### src/rtl/dcm_pkg.sv
// Shared constants, types and helpers for the daisy-chain DAC host controller.
// Assumes a fixed 32-bit per-device word: 8 pad bits, command, address, data.
package dcm_pkg;

    localparam int WORD_BITS = 32;
    localparam int PAD_BITS  = 8;
    localparam logic [3:0] NOP_CMD  = 4'hF;
    localparam logic [3:0] NOP_ADDR = 4'hF;

    typedef enum logic [2:0] {
        ST_IDLE,
        ST_LEAD,
        ST_SHIFT,
        ST_TRAIL,
        ST_HOLD
    } dcm_state_e;

    typedef struct packed {
        logic [3:0]  cmd;
        logic [3:0]  addr;
        logic [15:0] data;
    } dcm_req_t;

    // Build one device word with its leading zero pad.
    function automatic logic [WORD_BITS-1:0] pack_word(input dcm_req_t r);
        return {{PAD_BITS{1'b0}}, r.cmd, r.addr, r.data};
    endfunction

    // Round a picosecond gap up to whole clock cycles, never below one.
    function automatic int gap_cycles(input int gap_ps, input int period_ps);
        int c;
        c = (gap_ps + period_ps - 1) / period_ps;
        return (c < 1) ? 1 : c;
    endfunction

    function automatic int max2(input int a, input int b);
        return (a > b) ? a : b;
    endfunction

endpackage

### src/rtl/dcm_frame_builder.sv
// Builds the full chain frame from per-position request fields.
// Position NUM_DEV-1 lands in the top word so it is shifted out first;
// disabled positions are filled with a no-operation word.
// Purely combinational; assumes inputs are held stable while loaded.
module dcm_frame_builder
    import dcm_pkg::*;
#(
    parameter int NUM_DEV = 3
) (
    input  logic [NUM_DEV-1:0]           en,
    input  logic [4*NUM_DEV-1:0]         cmd,
    input  logic [4*NUM_DEV-1:0]         addr,
    input  logic [16*NUM_DEV-1:0]        data,
    output logic [WORD_BITS*NUM_DEV-1:0] frame
);

    genvar g;
    generate
        for (g = 0; g < NUM_DEV; g++) begin : g_slot
            dcm_req_t slot;

            // Select the requested fields or the no-operation filler.
            always_comb begin
                if (en[g]) begin
                    slot.cmd  = cmd[4*g +: 4];
                    slot.addr = addr[4*g +: 4];
                    slot.data = data[16*g +: 16];
                end else begin
                    slot.cmd  = NOP_CMD;
                    slot.addr = NOP_ADDR;
                    slot.data = 16'h0000;
                end
            end

            assign frame[WORD_BITS*g +: WORD_BITS] = pack_word(slot);
        end
    endgenerate

endmodule

### src/rtl/dcm_sck_gen.sv
// Serial clock divider. While run is high it produces a clock that is low
// for HALF cycles and then high for HALF cycles, starting low, with strobes
// in the cycle just before each rise and each fall. Idles low when run is low.
module dcm_sck_gen #(
    parameter int HALF = 2
) (
    input  logic clk,
    input  logic rst_n,
    input  logic run,
    output logic sclk,
    output logic rise_stb,
    output logic fall_stb
);

    localparam int PW = (HALF > 1) ? $clog2(HALF) : 1;

    logic [PW-1:0] ph;
    logic          ph_last;

    assign ph_last  = (ph == PW'(HALF - 1));
    assign rise_stb = run && !sclk && ph_last;
    assign fall_stb = run &&  sclk && ph_last;

    // Phase counter and clock toggle.
    always_ff @(posedge clk) begin
        if (!rst_n || !run) begin
            ph   <= '0;
            sclk <= 1'b0;
        end else if (ph_last) begin
            ph   <= '0;
            sclk <= ~sclk;
        end else begin
            ph   <= ph + 1'b1;
        end
    end

    // a rise strobe is always followed by a high clock, and a fall by a low one.
    p_rise_high_r12: assert property (@(posedge clk) disable iff (!rst_n)
        rise_stb |=> sclk);
    p_fall_low_r12: assert property (@(posedge clk) disable iff (!rst_n)
        fall_stb |=> !sclk);

endmodule

### src/rtl/dcm_shifter.sv
// Transmit and receive shift registers for one chain frame. The transmit side
// loads the whole frame and moves one bit up on each shift strobe (MSB out).
// The receive side appends miso on each sample strobe, so the first sampled
// bit ends at the top after W samples.
module dcm_shifter #(
    parameter int W = 96
) (
    input  logic         clk,
    input  logic         rst_n,
    input  logic         load,
    input  logic [W-1:0] frame,
    input  logic         shift,
    input  logic         sample,
    input  logic         miso,
    output logic         mosi,
    output logic [W-1:0] rx
);

    logic [W-1:0] tx;

    assign mosi = tx[W-1];

    // Transmit register: load a frame or advance one bit.
    always_ff @(posedge clk) begin
        if (!rst_n)     tx <= '0;
        else if (load)  tx <= frame;
        else if (shift) tx <= {tx[W-2:0], 1'b0};
    end

    // Receive register: capture returning bits.
    always_ff @(posedge clk) begin
        if (!rst_n)      rx <= '0;
        else if (sample) rx <= {rx[W-2:0], miso};
    end

    // a new frame is never loaded in the middle of shifting.
    p_load_not_shift_r1: assert property (@(posedge clk) disable iff (!rst_n)
        !(load && (shift || sample)));

endmodule

### src/rtl/dcm_chain_master.sv
// Host controller for a daisy chain of serial DACs. It accepts one request
// per transaction when idle, shifts a 32-bit word per position with the
// farthest position first, then raises the shared select/load line and
// pulses done once the minimum high time has passed. All select gaps are
// whole system clock cycles derived from the clock-period parameter.
module dcm_chain_master
    import dcm_pkg::*;
#(
    parameter int NUM_DEV       = 3,
    parameter int SCK_HALF      = 2,
    parameter int CLK_PERIOD_PS = 8000,
    parameter int T_LEAD_PS     = 7000,
    parameter int T_TRAIL_PS    = 7000,
    parameter int T_HIGH_PS     = 10000,
    parameter int T_NEXT_PS     = 7000
) (
    input  logic                          clk,
    input  logic                          rst_n,
    input  logic                          req_valid,
    output logic                          req_ready,
    input  logic [NUM_DEV-1:0]            req_en,
    input  logic [4*NUM_DEV-1:0]          req_cmd,
    input  logic [4*NUM_DEV-1:0]          req_addr,
    input  logic [16*NUM_DEV-1:0]         req_data,
    output logic                          sclk,
    output logic                          csel_n,
    output logic                          mosi,
    input  logic                          miso,
    output logic                          done,
    output logic [WORD_BITS*NUM_DEV-1:0]  rd_data
);

    localparam int TOTAL_BITS = WORD_BITS * NUM_DEV;
    localparam int LEAD_CYC   = gap_cycles(T_LEAD_PS, CLK_PERIOD_PS);
    localparam int TRAIL_CYC  = gap_cycles(T_TRAIL_PS, CLK_PERIOD_PS);
    localparam int HOLD_CYC   = max2(gap_cycles(T_HIGH_PS, CLK_PERIOD_PS),
                                     gap_cycles(T_NEXT_PS, CLK_PERIOD_PS));
    localparam int MAX_GAP    = max2(max2(LEAD_CYC, TRAIL_CYC), HOLD_CYC);
    localparam int TCW        = $clog2(MAX_GAP + 1);
    localparam int BCW        = $clog2(TOTAL_BITS + 1);

    dcm_state_e          state;
    logic [TCW-1:0]      tcnt;
    logic [BCW-1:0]      bitcnt;
    logic                accept;
    logic                run;
    logic                rise_stb;
    logic                fall_stb;
    logic [TOTAL_BITS-1:0] frame;

    assign req_ready = (state == ST_IDLE);
    assign accept    = req_valid && req_ready;
    assign run       = (state == ST_SHIFT);

    dcm_frame_builder #(.NUM_DEV(NUM_DEV)) u_build (
        .en    (req_en),
        .cmd   (req_cmd),
        .addr  (req_addr),
        .data  (req_data),
        .frame (frame)
    );

    dcm_sck_gen #(.HALF(SCK_HALF)) u_sck (
        .clk      (clk),
        .rst_n    (rst_n),
        .run      (run),
        .sclk     (sclk),
        .rise_stb (rise_stb),
        .fall_stb (fall_stb)
    );

    dcm_shifter #(.W(TOTAL_BITS)) u_shift (
        .clk    (clk),
        .rst_n  (rst_n),
        .load   (accept),
        .frame  (frame),
        .shift  (fall_stb),
        .sample (rise_stb),
        .miso   (miso),
        .mosi   (mosi),
        .rx     (rd_data)
    );

    // Transaction sequencer: select lead, shifting, trailing gap, high hold.
    always_ff @(posedge clk) begin
        if (!rst_n) begin
            state  <= ST_IDLE;
            tcnt   <= '0;
            bitcnt <= '0;
            csel_n <= 1'b1;
            done   <= 1'b0;
        end else begin
            done <= 1'b0;
            case (state)
                ST_IDLE: begin
                    if (accept) begin
                        state  <= ST_LEAD;
                        csel_n <= 1'b0;
                        tcnt   <= '0;
                        bitcnt <= '0;
                    end
                end
                ST_LEAD: begin
                    if (tcnt == TCW'(LEAD_CYC - 1)) begin
                        state <= ST_SHIFT;
                        tcnt  <= '0;
                    end else begin
                        tcnt <= tcnt + 1'b1;
                    end
                end
                ST_SHIFT: begin
                    if (fall_stb) begin
                        bitcnt <= bitcnt + 1'b1;
                        if (bitcnt == BCW'(TOTAL_BITS - 1)) begin
                            state <= ST_TRAIL;
                            tcnt  <= '0;
                        end
                    end
                end
                ST_TRAIL: begin
                    if (tcnt == TCW'(TRAIL_CYC - 1)) begin
                        state  <= ST_HOLD;
                        csel_n <= 1'b1;
                        tcnt   <= '0;
                    end else begin
                        tcnt <= tcnt + 1'b1;
                    end
                end
                ST_HOLD: begin
                    if (tcnt == TCW'(HOLD_CYC - 1)) begin
                        state <= ST_IDLE;
                        done  <= 1'b1;
                    end else begin
                        tcnt <= tcnt + 1'b1;
                    end
                end
                default: state <= ST_IDLE;
            endcase
        end
    end

    // after acceptance the controller is busy and the select is low.
    p_busy_after_accept_r1: assert property (@(posedge clk) disable iff (!rst_n)
        accept |=> (!req_ready && !csel_n));

    // the bit count never passes the frame length.
    p_bit_limit_r2: assert property (@(posedge clk) disable iff (!rst_n)
        bitcnt <= BCW'(TOTAL_BITS));

    // data is held through every high phase of the serial clock.
    p_mosi_stable_r6: assert property (@(posedge clk) disable iff (!rst_n)
        (sclk && $past(sclk)) |-> $stable(mosi));

    // the select line moves only while the serial clock is low.
    p_sel_edge_low_r7: assert property (@(posedge clk) disable iff (!rst_n)
        !$stable(csel_n) |-> !sclk);

    // done appears with the select high and the controller idle.
    p_done_idle_r9: assert property (@(posedge clk) disable iff (!rst_n)
        done |-> (csel_n && req_ready && !sclk));

    // the serial clock never runs while the select is high.
    p_idle_clock_r11: assert property (@(posedge clk) disable iff (!rst_n)
        csel_n |-> !sclk);

endmodule

### config.mk
export PLATFORM = sky130hd
export DESIGN_NAME = dcm_chain_master
export DESIGN_NICKNAME = d
export VERILOG_FILES = /design/src/rtl/dcm_pkg.sv /design/src/rtl/dcm_frame_builder.sv /design/src/rtl/dcm_sck_gen.sv /design/src/rtl/dcm_shifter.sv /design/src/rtl/dcm_chain_master.sv
export SDC_FILE = /design/constraint.sdc
export NUM_CORES = 1
export LEC_CHECK = 0
export BUFFER_PORTS_ARGS = -buffer_cell sky130_fd_sc_hd__buf_2
export CORE_ASPECT_RATIO = 0.9
export CORE_UTILIZATION = 41
export DETAILED_ROUTE_END_ITERATION = 7
export PLACE_DENSITY_LB_ADDON = 0.08
export SYNTH_ARGS = -nofsm -noshare
export SYNTH_HDL_FRONTEND = slang
export SYNTH_SLANG_ARGS = --single-unit
### constraint.sdc
create_clock -name clk -period 2.5 [get_ports clk]
set_input_delay 0.25 -clock clk [delete_from_list [all_inputs] [get_ports clk]]
set_output_delay 0.25 -clock clk [all_outputs]
set_load 0.005 [all_outputs]
==> impl_metrics.env <==
export IMPL_outcome="complete, no violations"
export IMPL_start_util_pct=42.21
export IMPL_finalMaxSlewViolations=0
export IMPL_htree_levels=1
export IMPL_critPathKind="flop to flop"
export IMPL_cp_top_family="compound AO/OA/AOI/OAI gates"
export IMPL_fill_cells=1851
export IMPL_yosysSeqAreaShare_pct=50.86
export IMPL_async_reset_ff_share_pct=0
export IMPL_num_vias=6820
export IMPL_multi_input_comb_area_um2=3660
export IMPL_synth_edf_count=0
export IMPL_powerDensity_nw_per_um2=789.9
export IMPL_dieArea_um2=20540
export IMPL_synthCells=909
export IMPL_hold_violations=0
export IMPL_ys_seq_elements=208
export IMPL_fin_skew_ns=0.007295
export IMPL_drive_gt1_share_pct=22.48
export IMPL_post_drt_wl_per_cell_um=14.71
export IMPL_setup_tns_ns=0
export IMPL_cts_buffer_depth=3
export IMPL_start_kind="flop"
export IMPL_synth_area_leaders="dfxtp_1 51%, nand2_1 12%, a21boi_1 7.1%, a222oi_1 4.8%, nor2b_1 3.4%"
export IMPL_synth_distinct_cells=48
export IMPL_io_pins=180
export IMPL_synth_flop_cell="dfxtp_1"
export IMPL_holdWs_ns=0.02149
export IMPL_setup_violations_final=0
export IMPL_grt_max_degree=111
export IMPL_core_um2=19400
export IMPL_required_ns=2.88
export IMPL_globalplace_congestion=0.7594
export IMPL_drc_errors=0
export IMPL_final_util_pct=53.08
export IMPL_crit_path_end_kind="flop"
export IMPL_crit_arrival_ns=2.43
export IMPL_grt_pass1_wl_um=31420
export IMPL_cts_root_buf="clkbuf_16"
export IMPL_power_mw=8.133
export IMPL_synth_avg_cell_area_um2=9.008
export IMPL_fmax_mhz=486.8
export IMPL_viasPerCell=5.086
export IMPL_die_w_um=151.0
export IMPL_period_minus_slack_ns=2.054
export IMPL_post_route_cell_area_um2=10300
export IMPL_cts_tree="done"
export IMPL_synth_area_um2=8188
export IMPL_path_buf_inv=1
export IMPL_die_y_um=136.1
export IMPL_wirelength_um=19730
export IMPL_critPathMaxFanout=42
export IMPL_dr_pass1_iters=8
export IMPL_syn_num_nets=992
export IMPL_hp_class="input port to flop"
export IMPL_clock_latency_ns=0.49
export IMPL_peakVddDrop_mv=0.4619
export IMPL_first_iter_violations=553
export IMPL_worst_pin_slew_ns=0.6083
export IMPL_grt_usage_pct=18.68
export IMPL_synth_top_cell_by_area="dfxtp_1"
export IMPL_min_period_over_period_pct=82.16
export IMPL_gr_total_overflow=0
export IMPL_place_area_um2=9249
export IMPL_p_leak_nw=4.149
export IMPL_fp_row_count=48
export IMPL_numPortBuffers=179
export IMPL_synth_most_common_cell="nand2_1"
export IMPL_ff_latch_area_um2=4164
export IMPL_yosysWarnings=0
export IMPL_post_dp_hpwl_um=12100
export IMPL_path_cells="nand3_1 > a211o_2 > buf_12 > and3_1 > a221o_1"
export IMPL_final_nets=1157
export IMPL_antenna_found_initial=1
export IMPL_antenna_left=0
export IMPL_synth_top_area_share_pct=50.86
export IMPL_rsz0062_at_grt="false"
export IMPL_synth_commonest_cells="261 x nand2_1, 208 x dfxtp_1, 77 x a21boi_1, 44 x clkbuf_1, 44 x nor2b_1"
export IMPL_slowest_stage="dfxtp_1"
export IMPL_clock_sinks=208
export IMPL_max_stage_delay_ns=0.53
export IMPL_relSlewSlack_pct=58.92
export IMPL_cts_buffers_inserted=22
export IMPL_syn_to_final_growth_pct=25.76
export IMPL_path_clk_slew_ns=0.06
export IMPL_drv_cap=0
export IMPL_grt_pass1_vias=6061
metal layers:
layer	up-vias	track usage, %	wire length (µm)
met5	-	0	8
met4	2	3.611	229
met3	21	4.396	1270
met2	183	27.29	8392
met1	3129	27.75	9826
li1	3485	-	-
tightest hold or removal path, cell delays in order:
cell and delay (ns):
buf_2 0.08, a22oi_1 0.05, nor2b_1 0.10
cell families after synthesis:
kind of cell             after synthesis  synth area share (%)
multiplexers                           3                0.3668
flip-flops                           208                 50.86
AND/OR/NAND/NOR                      388                 21.84
adder cells (fa/ha/maj)                4                0.6113
AO/OA/AOI/OAI                        218                 21.23
buffers and inverters                 84                 4.676
XOR/XNOR                               4                0.4280
path summary, 6_finish.rpt:
kind | end | cells after the start | slack [ns] | from
min | u_shift.tx[0]$_SDFFE_PN0P_ | 3 | 0.02 | req_data[0]
min reg2reg | u_shift.tx[58]$_SDFFE_PP0N_ | 2 | 0.45 | u_shift.tx[57]$_SDFFE_PP0N_
max reg2reg | u_shift.tx[73]$_SDFFE_PN0P_ | 5 | 0.45 | state[1]$_SDFFE_PN0P_
max | u_shift.tx[73]$_SDFFE_PN0P_ | 5 | 0.45 | state[1]$_SDFFE_PN0P_
through the flow:
| step | worst slack, ns | instances |
|---|---|---|
| global placement | 0.5154 | 1275 |
| detailed placement | 0.4764 | 1275 |
| floorplan | 0.7241 | 909 |
| finish | 0.4459 | 1341 |
| global route | 0.2688 | 1340 |
| CTS | 0.4460 | 1340 |
power breakdown:
group / switching, mW / internal (mW)
logic: 0.542 / 0.474
clock network: 1.31 / 2.18
registers: 0.135 / 3.49
total: 1.99 / 6.15
layout make-up:
type | count | share of cell area (%)
clock buffers | 35 | 6.999
diodes | 1 | 0.02430
clock inverters | 5 | 0.7290
flip-flops and latches | 208 | 40.44
inverters | 5 | 0.1823
repair buffers | 220 | 13.05
well taps | 250 | 3.038
multi-input cells | 617 | 35.54
cell usage in the layout, fill, tap and decap left out, types with 2 or more instances in the layout:
cell type      Yosys  final
nor2_1             9      8
mux2i_1            3      3
a21boi_0          19     19
a21boi_1          77     77
bufinv_16          0      2
a221o_1           24     24
a21oi_1           27     27
inv_1              5      5
and3_1            27     27
clkbuf_1          44      2
buf_12             0      6
ha_1               4      4
nand4bb_1          2      2
o221a_2            3      3
dfxtp_1          208    208
o21ai_1            2      2
nor2b_1           44     43
a211oi_1           2      2
o21ai_0            5      5
buf_4              2     11
nand3_1            7      7
nor3_1             3      3
clkinv_2           0      3
clkbuf_16          0     23
nand2b_1          23     23
xnor2_1            3      3
nand2_1          261    261
a22o_1            10     10
clkbuf_8           0     10
a22oi_1            2      2
buf_2             28    178
and2_1             3      3
a222oi_1          39     39
dlygate4sd3_1      0     25
timing repair:
| item | CTS | global route |
|---|---|---|
| resized for setup | 0 | 0 |
| hold endpoints to repair | 25 | 0 |
| hold buffers | 25 | 0 |
| buffers inserted | 0 | 0 |
sequential cells by signal (all words and copies together), names as in the netlist, 2 cells and up:
| register | count |
|---|---|
| u_shift.rx | 96 |
| u_shift.tx | 96 |
| tcnt | 2 |
| bitcnt | 7 |
| state | 3 |
Power figures use the tool's default switching activity.
